### src/rtl/wbp_pkg.sv
package wbp_pkg;

    typedef enum logic [1:0] {
        ST_IDLE = 2'd0,
        ST_PUSH = 2'd1,
        ST_POP  = 2'd2,
        ST_DONE = 2'd3
    } wbp_state_e;

endpackage

### src/rtl/wbp_addr_decode.sv
module wbp_addr_decode #(
    parameter int ADDR_W     = 8,
    parameter int CNT_W      = 3,
    parameter int MAIN_BYTES = 1,
    parameter int MAIN_OFS   = 'h1C,
    parameter int PART1_OFS  = 'h80,
    parameter int PART2_OFS  = 'h84,
    parameter int PART3_OFS  = 'h88
) (
    input  logic [ADDR_W-1:0] addr,
    output logic [CNT_W-1:0]  nbytes
);
    always_comb begin
        if (addr == ADDR_W'(MAIN_OFS))       nbytes = CNT_W'(MAIN_BYTES);
        else if (addr == ADDR_W'(PART1_OFS)) nbytes = CNT_W'(1);
        else if (addr == ADDR_W'(PART2_OFS)) nbytes = CNT_W'(2);
        else if (addr == ADDR_W'(PART3_OFS)) nbytes = CNT_W'(3);
        else                                 nbytes = '0;
    end
endmodule

### src/rtl/wbp_byte_pick.sv
module wbp_byte_pick #(
    parameter int WORD_BYTES = 4,
    parameter int CNT_W      = 3
) (
    input  logic [WORD_BYTES*8-1:0] word,
    input  logic [CNT_W-1:0]        idx,
    input  logic                    msb_first,
    output logic [7:0]              byte_out
);
    logic [CNT_W-1:0] lane;

    assign lane = msb_first ? CNT_W'(WORD_BYTES - 1) - idx : idx;

    always_comb begin
        byte_out = '0;
        for (int k = 0; k < WORD_BYTES; k++) begin
            if (lane == CNT_W'(k)) byte_out = word[k*8 +: 8];
        end
    end
endmodule

### src/rtl/wbp_lane_merge.sv
module wbp_lane_merge #(
    parameter int WORD_BYTES = 4,
    parameter int CNT_W      = 3
) (
    input  logic [WORD_BYTES*8-1:0] acc_in,
    input  logic [7:0]              byte_in,
    input  logic [CNT_W-1:0]        idx,
    input  logic                    msb_first,
    output logic [WORD_BYTES*8-1:0] acc_out
);
    logic [CNT_W-1:0] lane;

    assign lane = msb_first ? CNT_W'(WORD_BYTES - 1) - idx : idx;

    for (genvar k = 0; k < WORD_BYTES; k++) begin : g_lane
        assign acc_out[k*8 +: 8] = (lane == CNT_W'(k)) ? byte_in : acc_in[k*8 +: 8];
    end
endmodule

### src/rtl/word_byte_packer.sv
module word_byte_packer
    import wbp_pkg::*;
#(
    parameter int ADDR_W     = 8,
    parameter int WORD_W     = 32,
    parameter int MAIN_BYTES = 1,
    parameter int MAIN_OFS   = 'h1C,
    parameter int PART1_OFS  = 'h80,
    parameter int PART2_OFS  = 'h84,
    parameter int PART3_OFS  = 'h88
) (
    input  logic              clk,
    input  logic              rst_n,
    input  logic              cfg_msb_first,
    input  logic              wr_valid,
    output logic              wr_ready,
    input  logic [ADDR_W-1:0] wr_addr,
    input  logic [WORD_W-1:0] wr_data,
    input  logic              rd_req_valid,
    output logic              rd_req_ready,
    output logic              rd_rsp_valid,
    output logic [WORD_W-1:0] rd_data,
    output logic              busy,
    output logic              tx_push,
    output logic [7:0]        tx_byte,
    input  logic              tx_full,
    output logic              rx_pop,
    input  logic [7:0]        rx_byte,
    input  logic              rx_empty
);
    localparam int WORD_BYTES = WORD_W / 8;
    localparam int CNT_W      = $clog2(WORD_BYTES + 1);

    wbp_state_e        state, state_nxt;
    logic [WORD_W-1:0] word_q;
    logic [WORD_W-1:0] acc_q;
    logic [WORD_W-1:0] acc_merged;
    logic [CNT_W-1:0]  idx_q;
    logic [CNT_W-1:0]  idx_inc;
    logic [CNT_W-1:0]  cnt_q;
    logic [CNT_W-1:0]  wr_nbytes;
    logic              msb_q;
    logic              last_byte;

    assign idx_inc   = idx_q + CNT_W'(1);
    assign last_byte = (idx_inc == cnt_q);

    wbp_addr_decode #(
        .ADDR_W    (ADDR_W),
        .CNT_W     (CNT_W),
        .MAIN_BYTES(MAIN_BYTES),
        .MAIN_OFS  (MAIN_OFS),
        .PART1_OFS (PART1_OFS),
        .PART2_OFS (PART2_OFS),
        .PART3_OFS (PART3_OFS)
    ) u_decode (
        .addr  (wr_addr),
        .nbytes(wr_nbytes)
    );

    wbp_byte_pick #(
        .WORD_BYTES(WORD_BYTES),
        .CNT_W     (CNT_W)
    ) u_pick (
        .word     (word_q),
        .idx      (idx_q),
        .msb_first(msb_q),
        .byte_out (tx_byte)
    );

    wbp_lane_merge #(
        .WORD_BYTES(WORD_BYTES),
        .CNT_W     (CNT_W)
    ) u_merge (
        .acc_in   (acc_q),
        .byte_in  (rx_byte),
        .idx      (idx_q),
        .msb_first(msb_q),
        .acc_out  (acc_merged)
    );

    // state register
    always_ff @(posedge clk or negedge rst_n) begin
        if (!rst_n) state <= ST_IDLE;
        else        state <= state_nxt;
    end

    // transitions: ACCEPT_WR, ACCEPT_RD, PUSH_END, POP_END, RSP_SENT
    always_comb begin
        state_nxt = state;
        unique case (state)
            ST_IDLE: begin
                if (wr_valid) begin
                    if (wr_nbytes != '0) state_nxt = ST_PUSH;
                end else if (rd_req_valid) begin
                    state_nxt = ST_POP;
                end
            end
            ST_PUSH: if (tx_full || last_byte)  state_nxt = ST_IDLE;
            ST_POP:  if (rx_empty || last_byte) state_nxt = ST_DONE;
            ST_DONE: state_nxt = ST_IDLE;
            default: state_nxt = ST_IDLE;
        endcase
    end

    // outputs
    always_comb begin
        busy         = (state != ST_IDLE);
        wr_ready     = (state == ST_IDLE);
        rd_req_ready = (state == ST_IDLE) && !wr_valid;
        tx_push      = (state == ST_PUSH) && !tx_full;
        rx_pop       = (state == ST_POP) && !rx_empty;
        rd_rsp_valid = (state == ST_DONE);
        rd_data      = acc_q;
    end

    // datapath
    always_ff @(posedge clk or negedge rst_n) begin
        if (!rst_n) begin
            word_q <= '0;
            acc_q  <= '0;
            idx_q  <= '0;
            cnt_q  <= '0;
            msb_q  <= 1'b0;
        end else begin
            unique case (state)
                ST_IDLE: begin
                    idx_q <= '0;
                    msb_q <= cfg_msb_first;
                    if (wr_valid) begin
                        word_q <= wr_data;
                        cnt_q  <= wr_nbytes;
                    end else if (rd_req_valid) begin
                        acc_q <= '0;
                        cnt_q <= CNT_W'(MAIN_BYTES);
                    end
                end
                ST_PUSH: if (!tx_full) idx_q <= idx_inc;
                ST_POP: begin
                    if (!rx_empty) begin
                        acc_q <= acc_merged;
                        idx_q <= idx_inc;
                    end
                end
                ST_DONE: idx_q <= '0;
                default: idx_q <= '0;
            endcase
        end
    end

    AST_PUSH_NOT_FULL: assert property (@(posedge clk) disable iff (!rst_n)
        tx_push |-> !tx_full);
    AST_POP_NOT_EMPTY: assert property (@(posedge clk) disable iff (!rst_n)
        rx_pop |-> !rx_empty);
    AST_ONE_MOVE: assert property (@(posedge clk) disable iff (!rst_n)
        !(tx_push && rx_pop));
    AST_IDLE_QUIET: assert property (@(posedge clk) disable iff (!rst_n)
        !busy |-> (!tx_push && !rx_pop && !rd_rsp_valid));
    AST_BUSY_BLOCKS: assert property (@(posedge clk) disable iff (!rst_n)
        busy |-> (!wr_ready && !rd_req_ready));
    AST_RSP_PULSE: assert property (@(posedge clk) disable iff (!rst_n)
        rd_rsp_valid |=> !rd_rsp_valid);
    AST_WRITE_FIRST: assert property (@(posedge clk) disable iff (!rst_n)
        (wr_valid && rd_req_valid && !busy) |-> !rd_req_ready);
endmodule

### config.mk
export PLATFORM = sky130hd
export DESIGN_NAME = word_byte_packer
export DESIGN_NICKNAME = d
export VERILOG_FILES = /design/src/rtl/wbp_pkg.sv /design/src/rtl/wbp_addr_decode.sv /design/src/rtl/wbp_byte_pick.sv /design/src/rtl/wbp_lane_merge.sv /design/src/rtl/word_byte_packer.sv
export SDC_FILE = /design/constraint.sdc
export NUM_CORES = 1
export LEC_CHECK = 0
export BUFFER_PORTS_ARGS = -buffer_cell sky130_fd_sc_hd__buf_2
export CAP_MARGIN = 40
export CORE_ASPECT_RATIO = 1.5
export CORE_MARGIN = 2
export CORE_UTILIZATION = 26
export DETAILED_ROUTE_END_ITERATION = 8
export PLACE_DENSITY = 0.49
export SLEW_MARGIN = 20
export SYNTH_ARGS = -nofsm -noshare
export SYNTH_HDL_FRONTEND = slang
export SYNTH_HIERARCHICAL = 1
export SYNTH_SLANG_ARGS = --single-unit
export TNS_END_PERCENT = 20
### constraint.sdc
create_clock -name clk -period 3.18 [get_ports clk]
set_clock_uncertainty 0.05 [all_clocks]
set_input_delay 0.318 -clock clk [delete_from_list [all_inputs] [get_ports clk]]
set_output_delay 0.318 -clock clk [all_outputs]
set_load 0.01 [all_outputs]
==> results by group <==
Run status
  – Status: complete, no violations

Routing
  – Total wire length: 10.4 mm
  – Remaining DRCs: 0
  – Vias: about 3200
  – WL/cell: roughly 15 microns
  – 1st-iter DRT viols: 115
  – Avg Vias per Cell: about 4.6
  – ANT nets after route: 0
  – DR pass1 iterations: 4

Layout
  – Layout cells sized above 1: 39.7%
  – Antenna cell count: 0
  – Fin util: between 30 and 40%
  – Final Non-Filler Cells: roughly 700
  – P&R area growth vs syn: 24.5%
  – Commonest non-fill, non-tap cell in the layout: buf_2
  – Design area: just over 0.005 sq mm
  – Most frequent cells in the layout: buf_2, nand2_1, dfrtp_1, mux2_2, o21ai_1
  – Final nets: 542

Synthesis
  – Top post-synthesis cells by area: dfrtp_1, mux2_2, nand2_1
  – Syn Nets: about 450
  – Post-synth top area share: roughly 45%
  – Flops & latches, synth: 73
  – Synth warn: 6
  – Yosys cell types: 45
  – Part of the Yosys area used for sequential elements: 44.9%
  – Cells after Synth: 388
  – Top FF cell, synth: dfrtp_1
  – Mapped Avg Cell Area: between 10 and 15 sq um
  – Async S/R FF share, synth: 100%
  – Post-Synthesis Cell Area: approximately 0.004 sq mm
  – Area leader, netlist: dfrtp_1
  – EDFF count, synth: 0

Placement
  – Port Buffers: 100
  – GPL Wtd Cong: approximately 0.76
  – Post-placement cell area: 0.00473 sq mm
  – Detailed Place HPWL: between 7 and 8 mm
  – Placed Instances: roughly 670

Run
  – Max Cap Violations: 0

Setup path
  – Critical path's slowest cell: dfrtp_1
  – Worst setup path category: reg -> out
  – Max FO, Critical Path: 24
  – Critical Path RT: approximately 2800 ps
  – Max stage delay on crit path: approximately 800 ps
  – Critical path cell sequence: nand3b_1, o21ai_1, nor2_2, a32o_1, buf_2
  – Critical path startpoint category: flop
  – Crit path DAT: 2190 ps
  – Crit end category: primary output

CTS
  – TritonCTS Buffers: 9
  – Worst skew pair latency: 330 ps
  – Clk slew on worst S/H paths: about 60 ps
  – Root Buffer: clkbuf_16
  – Clock Path Buffers: 2
  – # H-tree levels: 3
  – TritonCTS sink count: 73
  – Number of post-CTS setup repair buffers: 0
  – CTS tree: done

Die
  – Initial Utilization: roughly a quarter
  – DIE WIDTH: roughly 110 microns
  – Die ar.: around 0.017 sq mm
  – Die height: 157 microns
  – Top-Level Pins: 101
  – Core footprint: 0.0155 sq mm
  – FP Rows: 56

Global route
  – Vias in the first global route: between 3000 and 4000
  – Remaining Overflow, GRT: 0
  – Initial antenna violation count: 0
  – Pin count of the biggest net entering global routing: 65
  – First-pass GRT wire length: between 15 and 20 mm
  – Total track usage: about an eighth

STA
  – Fmax: a little under 400 MHz
  – Final setup fails: 0
  – Measured slew at the worst slew-check pin: roughly 700 ps
  – Tcrit/Tclk final: a little over 80%
  – Unrepaired setup endpoints after global routing: no
  – Relative slew slack: 52.7%
  – Post-layout min period: ~2600 ps
  – Fin. Hold Viols: 0
  – Total negative slack: 0 ps
  – Slew Viols, Final: 0

Pwr
  – Pwr dens: 996 mW/mm^2
  – Worst VDD drop: roughly 0.27 mV
  – Leakage: 2.34 nW
  – Tot Pwr: a little over 5 mW

Worst hold path
  – Class of the worst hold path: in -> reg
==> layer usage <==
metal	track usage (%)	routed length, microns
met2	22.6	5160
met1	15.2	4600
met3	3.56	494
met5	0	0
met4	3.76	112
==> repair_timing <==
item,4_1_cts,5_1_grt
gates resized for setup,0,0
hold buffers,1,0
endpoints found under the hold margin,26,0
==> synthesized netlist by cell type (all sizes together), types with 6 or more instances <==
cell type / count
mux2: 66
clkbuf: 7
nor2: 13
o21ai: 47
a21oi: 11
nand2: 73
buf: 18
ha: 6
a32o: 10
nand2b: 11
a21boi: 8
inv: 6
dfrtp: 73
o32ai: 9
==> metrics by stage <==
stage	hold slack [ps]	setup slack, ps
floorplan	-27.6	1200
global placement	416	919
detailed placement	222	884
CTS	141	513
global route	145	392
finish	155	619
==> sequential cells by signal, summed over array words and instances (netlist names) <==
name,flops
rd_data,32
word_q,32
cnt_q,3
idx_q,3
state,2
msb_q,1
==> logic make-up (layout without fill, tap and decap cells) <==
logic type / Yosys count / count (layout) / synth area share, %
mux: 66 / 66 / 18.4
simple gates: 114 / 114 / 13.3
buf+inv: 31 / 129 / 4.43
flops: 73 / 73 / 44.9
compound gates: 92 / 92 / 15.5
xor+xnor: 5 / 5 / 1.63
other cells: 1 / 1 / 0.0922
fa+ha+maj: 6 / 6 / 1.84
==> worst max-delay path: cells and delay by family, from the launching register on <==
family | cells | cell delay (ps)
flip-flops | 1 | 800
AND/OR/NAND/NOR | 2 | 570
AO/OA/AOI/OAI | 2 | 350
buffers and inverters | 1 | 140
==> cell type report <==
type	instances	area, sq um
clock buffers	11	243
inverters	6	22.5
clock inverters	5	78.8
fillers	1597	10400
well taps	203	254
multi-input cells	284	2060
repair buffers	107	578
flip-flops and latches	73	1830
==> path summary, 6_finish.rpt <==
path,start,end,slack [ps],depth (start not counted)
setup / recovery,msb_q,tx_byte[2],620,5
hold / removal,wr_data[31],word_q[31],160,2
setup reg to reg,msb_q,rd_data[26],950,5
hold reg to reg,word_q[17],word_q[17],440,1
max in group asynchronous,rst_n,word_q[12],2110,3
min in group asynchronous,rst_n,rd_data[27],410,2
==> where the power goes <==
part	switching, mW	internal, mW	leakage (nW)
Sequential	0.298	1.28	0.935
Clock	0.385	0.707	0.159
Combinational	1.26	1.12	1.24
Note: power is estimated with default switching activity, not from simulation.
